[config.mk]
export PLATFORM = sky130hd
export DESIGN_NAME = bus_irq_status
export DESIGN_NICKNAME = d
export VERILOG_FILES = /design/src/rtl/bus_irq_pkg.sv /design/src/rtl/bus_irq_ctrl.sv /design/src/rtl/bus_irq_dp.sv /design/src/rtl/bus_irq_status.sv
export SDC_FILE = /design/constraint.sdc
export NUM_CORES = 1
export LEC_CHECK = 0
export ABC_AREA = 1
export BUFFER_PORTS_ARGS = -buffer_cell sky130_fd_sc_hd__buf_2
export CAP_MARGIN = 40
export CORE_MARGIN = 2
export CORE_UTILIZATION = 42
export DETAILED_ROUTE_END_ITERATION = 6
export PLACE_DENSITY = 0.84
export SLEW_MARGIN = 20
export SYNTH_ARGS = -nofsm -noshare
export SYNTH_HDL_FRONTEND = slang
export SYNTH_SLANG_ARGS = --single-unit
[constraint.sdc]
create_clock -name clk -period 1.4 [get_ports clk]
set_input_delay 0.21 -clock clk [delete_from_list [all_inputs] [get_ports clk]]
set_output_delay 0.21 -clock clk [all_outputs]
set_load 0.1 [all_outputs]
[src/rtl/bus_irq_pkg.sv]
package bus_irq_pkg;
  // Status bit positions; bits 4..0 line up with the enable word and the
  // vector code of bit i is i+1.
  localparam int BIT_ARBLOST = 0;
  localparam int BIT_NOACK   = 1;
  localparam int BIT_ACCRDY  = 2;
  localparam int BIT_RXRDY   = 3;
  localparam int BIT_TXRDY   = 4;
  localparam int BIT_UNDERFL = 10;
  localparam int BIT_OVERRUN = 11;
  localparam int BIT_BUSY    = 12;

  // Register map
  localparam int ADR_STATUS = 0;
  localparam int ADR_ENABLE = 1;
  localparam int ADR_VECTOR = 2;

  typedef enum logic [1:0] {
    SEL_NONE,
    SEL_STATUS,
    SEL_ENABLE,
    SEL_VECTOR
  } rdSel_e;

  // Strobes from control to datapath
  typedef struct packed {
    logic   enWr;
    logic   stWr;
    logic   vecRd;
    rdSel_e rdSel;
  } ctrlStb_t;
endpackage

[src/rtl/bus_irq_ctrl.sv]
module bus_irq_ctrl
  import bus_irq_pkg::*;
#(
  parameter int ADDR_W = 2
) (
  input  logic              clk,
  input  logic              rstN,
  input  logic              regWrEn,
  input  logic              regRdEn,
  input  logic [ADDR_W-1:0] regAddr,
  output ctrlStb_t          stb
);

  always_comb begin
    stb = '{enWr: 1'b0, stWr: 1'b0, vecRd: 1'b0, rdSel: SEL_NONE};
    case (regAddr)
      ADDR_W'(ADR_STATUS): begin
        stb.rdSel = SEL_STATUS;
        stb.stWr  = regWrEn;
      end
      ADDR_W'(ADR_ENABLE): begin
        stb.rdSel = SEL_ENABLE;
        stb.enWr  = regWrEn;
      end
      ADDR_W'(ADR_VECTOR): begin
        stb.rdSel = SEL_VECTOR;
        stb.vecRd = regRdEn;
      end
      default: ;
    endcase
  end

  // at most one register is touched per access
  p_single_target_r10: assert property (@(posedge clk) disable iff (!rstN)
    $onehot0({stb.enWr, stb.stWr, stb.vecRd}));

endmodule

[src/rtl/bus_irq_dp.sv]
module bus_irq_dp
  import bus_irq_pkg::*;
#(
  parameter int DATA_W = 16,
  parameter int N_VEC  = 5
) (
  input  logic              clk,
  input  logic              rstN,
  input  ctrlStb_t          stb,
  input  logic [DATA_W-1:0] wrData,
  input  logic [N_VEC-1:0]  evtPulse,
  input  logic              evtOverrun,
  input  logic              evtUnderflow,
  input  logic              busyIn,
  output logic [DATA_W-1:0] rdData,
  output logic              irqOut
);

  localparam int VEC_W = $clog2(N_VEC + 1);
  localparam logic [DATA_W-1:0] STICKY_MASK =
      DATA_W'((1 << N_VEC) - 1) |
      (DATA_W'(1) << BIT_UNDERFL) |
      (DATA_W'(1) << BIT_OVERRUN);

  logic [DATA_W-1:0] statQ;
  logic [N_VEC-1:0]  enQ;
  logic [DATA_W-1:0] setMask;
  logic [DATA_W-1:0] clrMask;
  logic [N_VEC-1:0]  pend;
  logic [N_VEC-1:0]  vecHot;
  logic [VEC_W-1:0]  vecCode;

  always_comb begin
    setMask = '0;
    setMask[N_VEC-1:0]  = evtPulse;
    setMask[BIT_UNDERFL] = evtUnderflow;
    setMask[BIT_OVERRUN] = evtOverrun;
  end

  assign pend = statQ[N_VEC-1:0] & enQ;

  // Lowest set bit wins: scan downward so the last hit is the lowest.
  always_comb begin
    vecCode = '0;
    vecHot  = '0;
    for (int i = N_VEC - 1; i >= 0; i--) begin
      if (pend[i]) begin
        vecCode   = VEC_W'(i + 1);
        vecHot    = '0;
        vecHot[i] = 1'b1;
      end
    end
  end

  always_comb begin
    clrMask = '0;
    if (stb.stWr) clrMask = wrData;
    if (stb.vecRd) clrMask[N_VEC-1:0] = clrMask[N_VEC-1:0] | vecHot;
  end

  // Set is applied after clear, so a same-cycle event keeps its bit.
  always_ff @(posedge clk or negedge rstN) begin
    if (!rstN) begin
      statQ <= '0;
      enQ   <= '0;
    end else begin
      statQ <= ((statQ & ~clrMask) | setMask) & STICKY_MASK;
      if (stb.enWr) enQ <= wrData[N_VEC-1:0];
    end
  end

  assign irqOut = |pend;

  always_comb begin
    case (stb.rdSel)
      SEL_STATUS: rdData = statQ | (DATA_W'(busyIn) << BIT_BUSY);
      SEL_ENABLE: rdData = DATA_W'(enQ);
      SEL_VECTOR: rdData = DATA_W'(vecCode);
      default:    rdData = '0;
    endcase
  end

  // every event leaves its flag set, clear or not
  p_event_sets_r3: assert property (@(posedge clk) disable iff (!rstN)
    (setMask != '0) |=> ((statQ & $past(setMask)) == $past(setMask)));

  // written ones are gone unless an event refilled them
  p_w1c_clears_r4: assert property (@(posedge clk) disable iff (!rstN)
    stb.stWr |=> ((statQ & $past(wrData & ~setMask)) == '0));

  // a vector read with something pending removes exactly one flag
  p_vec_pops_one_r8: assert property (@(posedge clk) disable iff (!rstN)
    (stb.vecRd && (pend != '0) && (setMask == '0)) |=>
      ($countones(statQ) == $countones($past(statQ)) - 1));

  // an enabled event raises the line on the next cycle
  p_irq_rise_r6: assert property (@(posedge clk) disable iff (!rstN)
    (((evtPulse & enQ) != '0) && !stb.enWr) |=> irqOut);

  // no enables, no interrupt
  p_irq_idle_r6: assert property (@(posedge clk) disable iff (!rstN)
    (enQ == '0) |-> !irqOut);

  // code stays within the defined range
  p_vec_range_r7: assert property (@(posedge clk) disable iff (!rstN)
    (int'(vecCode) <= N_VEC));

endmodule

[src/rtl/bus_irq_status.sv]
module bus_irq_status
  import bus_irq_pkg::*;
#(
  parameter int DATA_W = 16,
  parameter int ADDR_W = 2
) (
  input  logic              clk,
  input  logic              rstN,
  input  logic              regWrEn,
  input  logic              regRdEn,
  input  logic [ADDR_W-1:0] regAddr,
  input  logic [DATA_W-1:0] regWrData,
  output logic [DATA_W-1:0] regRdData,
  input  logic              evtArbLost,
  input  logic              evtNoAck,
  input  logic              evtAccRdy,
  input  logic              evtRxRdy,
  input  logic              evtTxRdy,
  input  logic              evtOverrun,
  input  logic              evtUnderflow,
  input  logic              busBusy,
  output logic              irqOut
);

  localparam int N_VEC = BIT_TXRDY + 1;

  ctrlStb_t         stb;
  logic [N_VEC-1:0] evtPulse;

  assign evtPulse = {evtTxRdy, evtRxRdy, evtAccRdy, evtNoAck, evtArbLost};

  bus_irq_ctrl #(.ADDR_W(ADDR_W)) ctrl_i (
    .clk     (clk),
    .rstN    (rstN),
    .regWrEn (regWrEn),
    .regRdEn (regRdEn),
    .regAddr (regAddr),
    .stb     (stb)
  );

  bus_irq_dp #(.DATA_W(DATA_W), .N_VEC(N_VEC)) dp_i (
    .clk          (clk),
    .rstN         (rstN),
    .stb          (stb),
    .wrData       (regWrData),
    .evtPulse     (evtPulse),
    .evtOverrun   (evtOverrun),
    .evtUnderflow (evtUnderflow),
    .busyIn       (busBusy),
    .rdData       (regRdData),
    .irqOut       (irqOut)
  );

endmodule

; Yosys cells after proc, flatten, opt, wreduce, memory -nomap -nowiden
; Cells that the tools add are included.
[op_classes]
n_eq_ne = 5
mux = 17
n_reduce_logical = 2
bitwise = 6
[op_table]
columns = cell, n
row1 = $pmux W13 S3, 1
row2 = $mux W5, 6
row3 = $mux W3, 5
row4 = $or A12 B13 Y13, 1
row5 = $and A12 B12 Y12, 1
row6 = $mux W12, 1
row7 = $not A12 Y12, 1
row8 = $or A12 B12 Y12, 1
row9 = $eq A2 B2 Y1 const B, 3
row10 = $pmux W2 S3, 1
row11 = $and A5 B5 Y5, 1
row12 = $or A5 B5 Y5, 1
row13 = $reduce_or A5 Y1, 1
row14 = $eq A2 B1 Y1 const B, 2
row15 = $mux W1, 3
row16 = $logic_not A2 Y1, 1
[word_totals]
register_bits = 12
out_inout_bits = 17

; Longest topological paths before layout
[depth]
ltp_word = 11
mapped_depth = 8

; Cells and area by module
; Synthesis repeated with hierarchy kept, for this count alone.
[unflattened]
hier_cells = 118
hier_area_um2 = 842.1
[by_module_without_submodules]
columns = mod, cells_each, instances, area_each_um2
row1 = bus_irq_dp, 104, 1, 754.5
row2 = bus_irq_ctrl, 14, 1, 87.6

; Worst setup path after synthesis
; No wires, ideal clock.
[synth_timing]
kind = input to output
from = in regAddr[0]
to = out regRdData[10]
t_arrival_ns = 1.748
slack_ns = -0.558
t_required_ns = 1.190
stages = 3
cell_sequence = nor2_2 -> inv_1 -> nor2_1
[synth_via]
elab_chain_len = 4
elab_cells_between_ends = 8
classes_between = eq/ne (5) / mux (2) / reduce/logical (1)
[synth_rtl]
columns = element, line
row1 = from (decl), bus_irq_status.sv:11  ; input logic [ADDR_W-1:0] regAddr,
row2 = "$eq A2 B2 Y1, or another cell as far along", bus_irq_ctrl.sv:16  ; case (regAddr)
row3 = $pmux W2 S3 *, bus_irq_ctrl.sv:16
row4 = $eq A2 B2 Y1 / $eq A2 B1 Y1 (equally long branches), bus_irq_dp.sv:75  ; case (stb.rdSel)
row5 = $pmux W13 S3 *, bus_irq_dp.sv:75
row6 = to (decl), bus_irq_status.sv:13  ; output logic [DATA_W-1:0] regRdData,
; Every way passes the cells marked *; elsewhere a longest branch is shown, timed or not.

; Final worst setup path
[layout_timing]
from = reg dp_i.enQ[4]
to = out regRdData[2]
[layout_via]
elab_chain_len = 7
[layout_rtl]
columns = element, line
row1 = from (decl), bus_irq_dp.sv:26  ; logic [N_VEC-1:0] enQ;
row2 = from (signal assigned), bus_irq_dp.sv:68  ; if (stb.enWr) enQ <= wrData[N_VEC-1:0];
row3 = $and A5 B5 Y5, bus_irq_dp.sv:40  ; assign pend = statQ[N_VEC-1:0] & enQ;
row4 = $mux W3 (5 in series), bus_irq_dp.sv:47  ; if (pend[i]) begin
row5 = $pmux W13 S3, bus_irq_dp.sv:75
; Every way passes these cells.

==> results.ini <==
[run_status]
status=finished, violations left
violations=negative setup slack

[floorplanning]
core_sq_um=1727
num_io_pins=47
row_count=15
initial_core_util=0.4449
dieArea_sq_um=2187
fp.dieH_um=46.77
die_x_um=46.77

[place]
io_buffers=29
gp_congestion=0.7932
place_hpwl_um=1546

[cells_and_area]
drive_above_1_share=0.5192
final_cell_mix=nand2_1, buf_2, buf_4
multi_input_area_sq_um=478.0
num-fill-cells=108
layout_commonest_cell=nand2_1
fin_nets=188
regArea_sq_um=300.3
n_antenna_cell=0
syn2layout_area_growth_pct=73.45
fin_util=0.7717

[synth]
synth_top_family_by_area=simple AND/OR/NAND/NOR gates
muxShareOfSynthArea=0.04397
synth_top_area_cell=dfrtp_1
synth.top_cell.area_share=0.3909
synth_fa_ha_area_frac=0
synth_area_leaders=dfrtp_1, nand2_1, buf_4
yosysWarnings=0
syn_area_sq_um=768.2
synth-seq-cells=12
synth_xor_area_frac=0
synth.avg_cell_area_sq_um=7.387
synthSimpleGateAreaFrac=0.3208
synth-compound-area-share=0.08795
seq_area_frac_synth=0.3909
synth_cells=104
synth.distinct_cells=22

[job]
maxCapViolCount=0

[clock_tree]
clk_latency_ns=0.29
clkTransAtPathRegs_ns=0.08
cts_max_path_buffers=2
cts.sink_count=12
numCtsBuffers=3
clock-root-buffer=clkbuf_4
htreeDepth=1
cts_tree=done

[worst_setup_path]
max_stage_delay_ns=0.41
cp_slowest_cell=dfrtp_1
crit_arrival_ns=1.41
crit_chain=nand2_2, buf_4, nand2_1, nand3_2, nand3_4, buf_12
cp_top_family=flip-flops
critPathKind=flop to output port
crit_cells=6
start_kind=flop
endpoint_kind=output port
crit_fanout=2
rr_worst_depth=7
crit_buf_inv=2
crit_required_ns=1.19

[detailed_routing]
wirelength_um=2449
ant_nets=0
avgRoutedWirePerCell_um=13.53
drt-pass1-iter-count=4
drc=0
viasPerCell=5.017
drt_iter0_markers=21
vias=908

[global_routing]
grt_max_degree=13
grt_pass1_wl_um=3732
grt_pass1_vias=908
antenna_found_initial=0
gr-total-overflow=0
grt_usage=0.2442

[power_and_ir_drop]
ir_drop_mv=0.7101
cellLeakagePower_nw=0.7003
powerDensity_nw_per_um2=1133

[sta]
fmax_ghz=0.6155
period_minus_slack_ns=1.625
setup_viol=6
drv_slew=0
rsz0062_at_grt=yes
setup_ws_ns=-0.2247
skew_ns=0.009342
fin_crit_sh=1.160
hold_violations=0
finalSetupTns_ns=-0.8804

[worst_hold_path]
min-delay-path-class=input pin to flop
holdPathStages=2

final timing paths:
path	from	endpoint	slack [ns]
max reg2reg	dp_i.statQ[2]	dp_i.statQ[2]	0.19
max	dp_i.enQ[4]	regRdData[2]	-0.22
min reg2reg	dp_i.statQ[10]	dp_i.statQ[10]	0.49
max in group asynchronous	rstN	dp_i.enQ[1]	0.86
min in group asynchronous	rstN	dp_i.statQ[3]	0.32
min	evtUnderflow	dp_i.statQ[10]	0.09
metal layers:
metal / GRT usage / wire length, um
met5: 0 / 0
met4: 0.1611 / 74
met3: 0.06154 / 161
met2: 0.4055 / 1286
met1: 0.2767 / 927
Yosys cell counts (all sizes together):
master,count
nand3b,2
a21o,2
nand2,33
nand3,10
dfrtp,12
nor3,2
a21oi,1
inv,14
a22o,2
conb,1
clkinv,1
mux2,3
nor2,8
buf,8
o21ai,3
o21bai,2
flip-flops by register name, indices dropped and copies added (netlist names):
signal / cells
dp_i.statQ: 7
dp_i.enQ: 5
area by class of cell:
cell class	count	area share
Sequential cell	12	0.2254
Timing Repair Buffer	50	0.3333
Inverter	15	0.04225
Clock buffer	3	0.01690
Tap cell	25	0.02347
Multi-Input combinational cell	76	0.3587
report_power, final:
part	internal [W]	switching, W
clock	0.000100	0.000123
sequential	0.000382	0.0000313
combinational	0.000327	0.000546
total	0.000809	0.000701
kinds of logic (layout without fill, tap and decap cells):
kind of cell / after synthesis / in the layout
flip-flops: 12 / 12
buffers and inverters: 23 / 68
AO/OA/AOI/OAI: 10 / 10
AND/OR/NAND/NOR: 55 / 55
other: 1 / 8
multiplexers: 3 / 3
stage by stage:
stage	instances	hold slack (ns)	setup WS, ns	power (W)	cell area, sq um
floorplan	111	-0.08559	-0.1249	0.0009023	849.6
global placement	161	0.09251	0.08608	0.001101	1131
detailed placement	161	0.1021	0.04350	0.001119	1131
CTS	175	0.1087	-0.1548	0.001417	1270
global route	181	0.09861	-0.2461	0.001567	1333
finish	181	0.09233	-0.2247	0.001510	1333
repair_timing:
action	in CTS	in global routing
hold buffers	1	0
hold endpoints to repair	12	0
setup buffers	10	6
pin swaps	9	11
endpoints found under the setup margin	4	9
gates cloned	0	0
resized for setup	10	6
(Power assumes the default switching activity.)
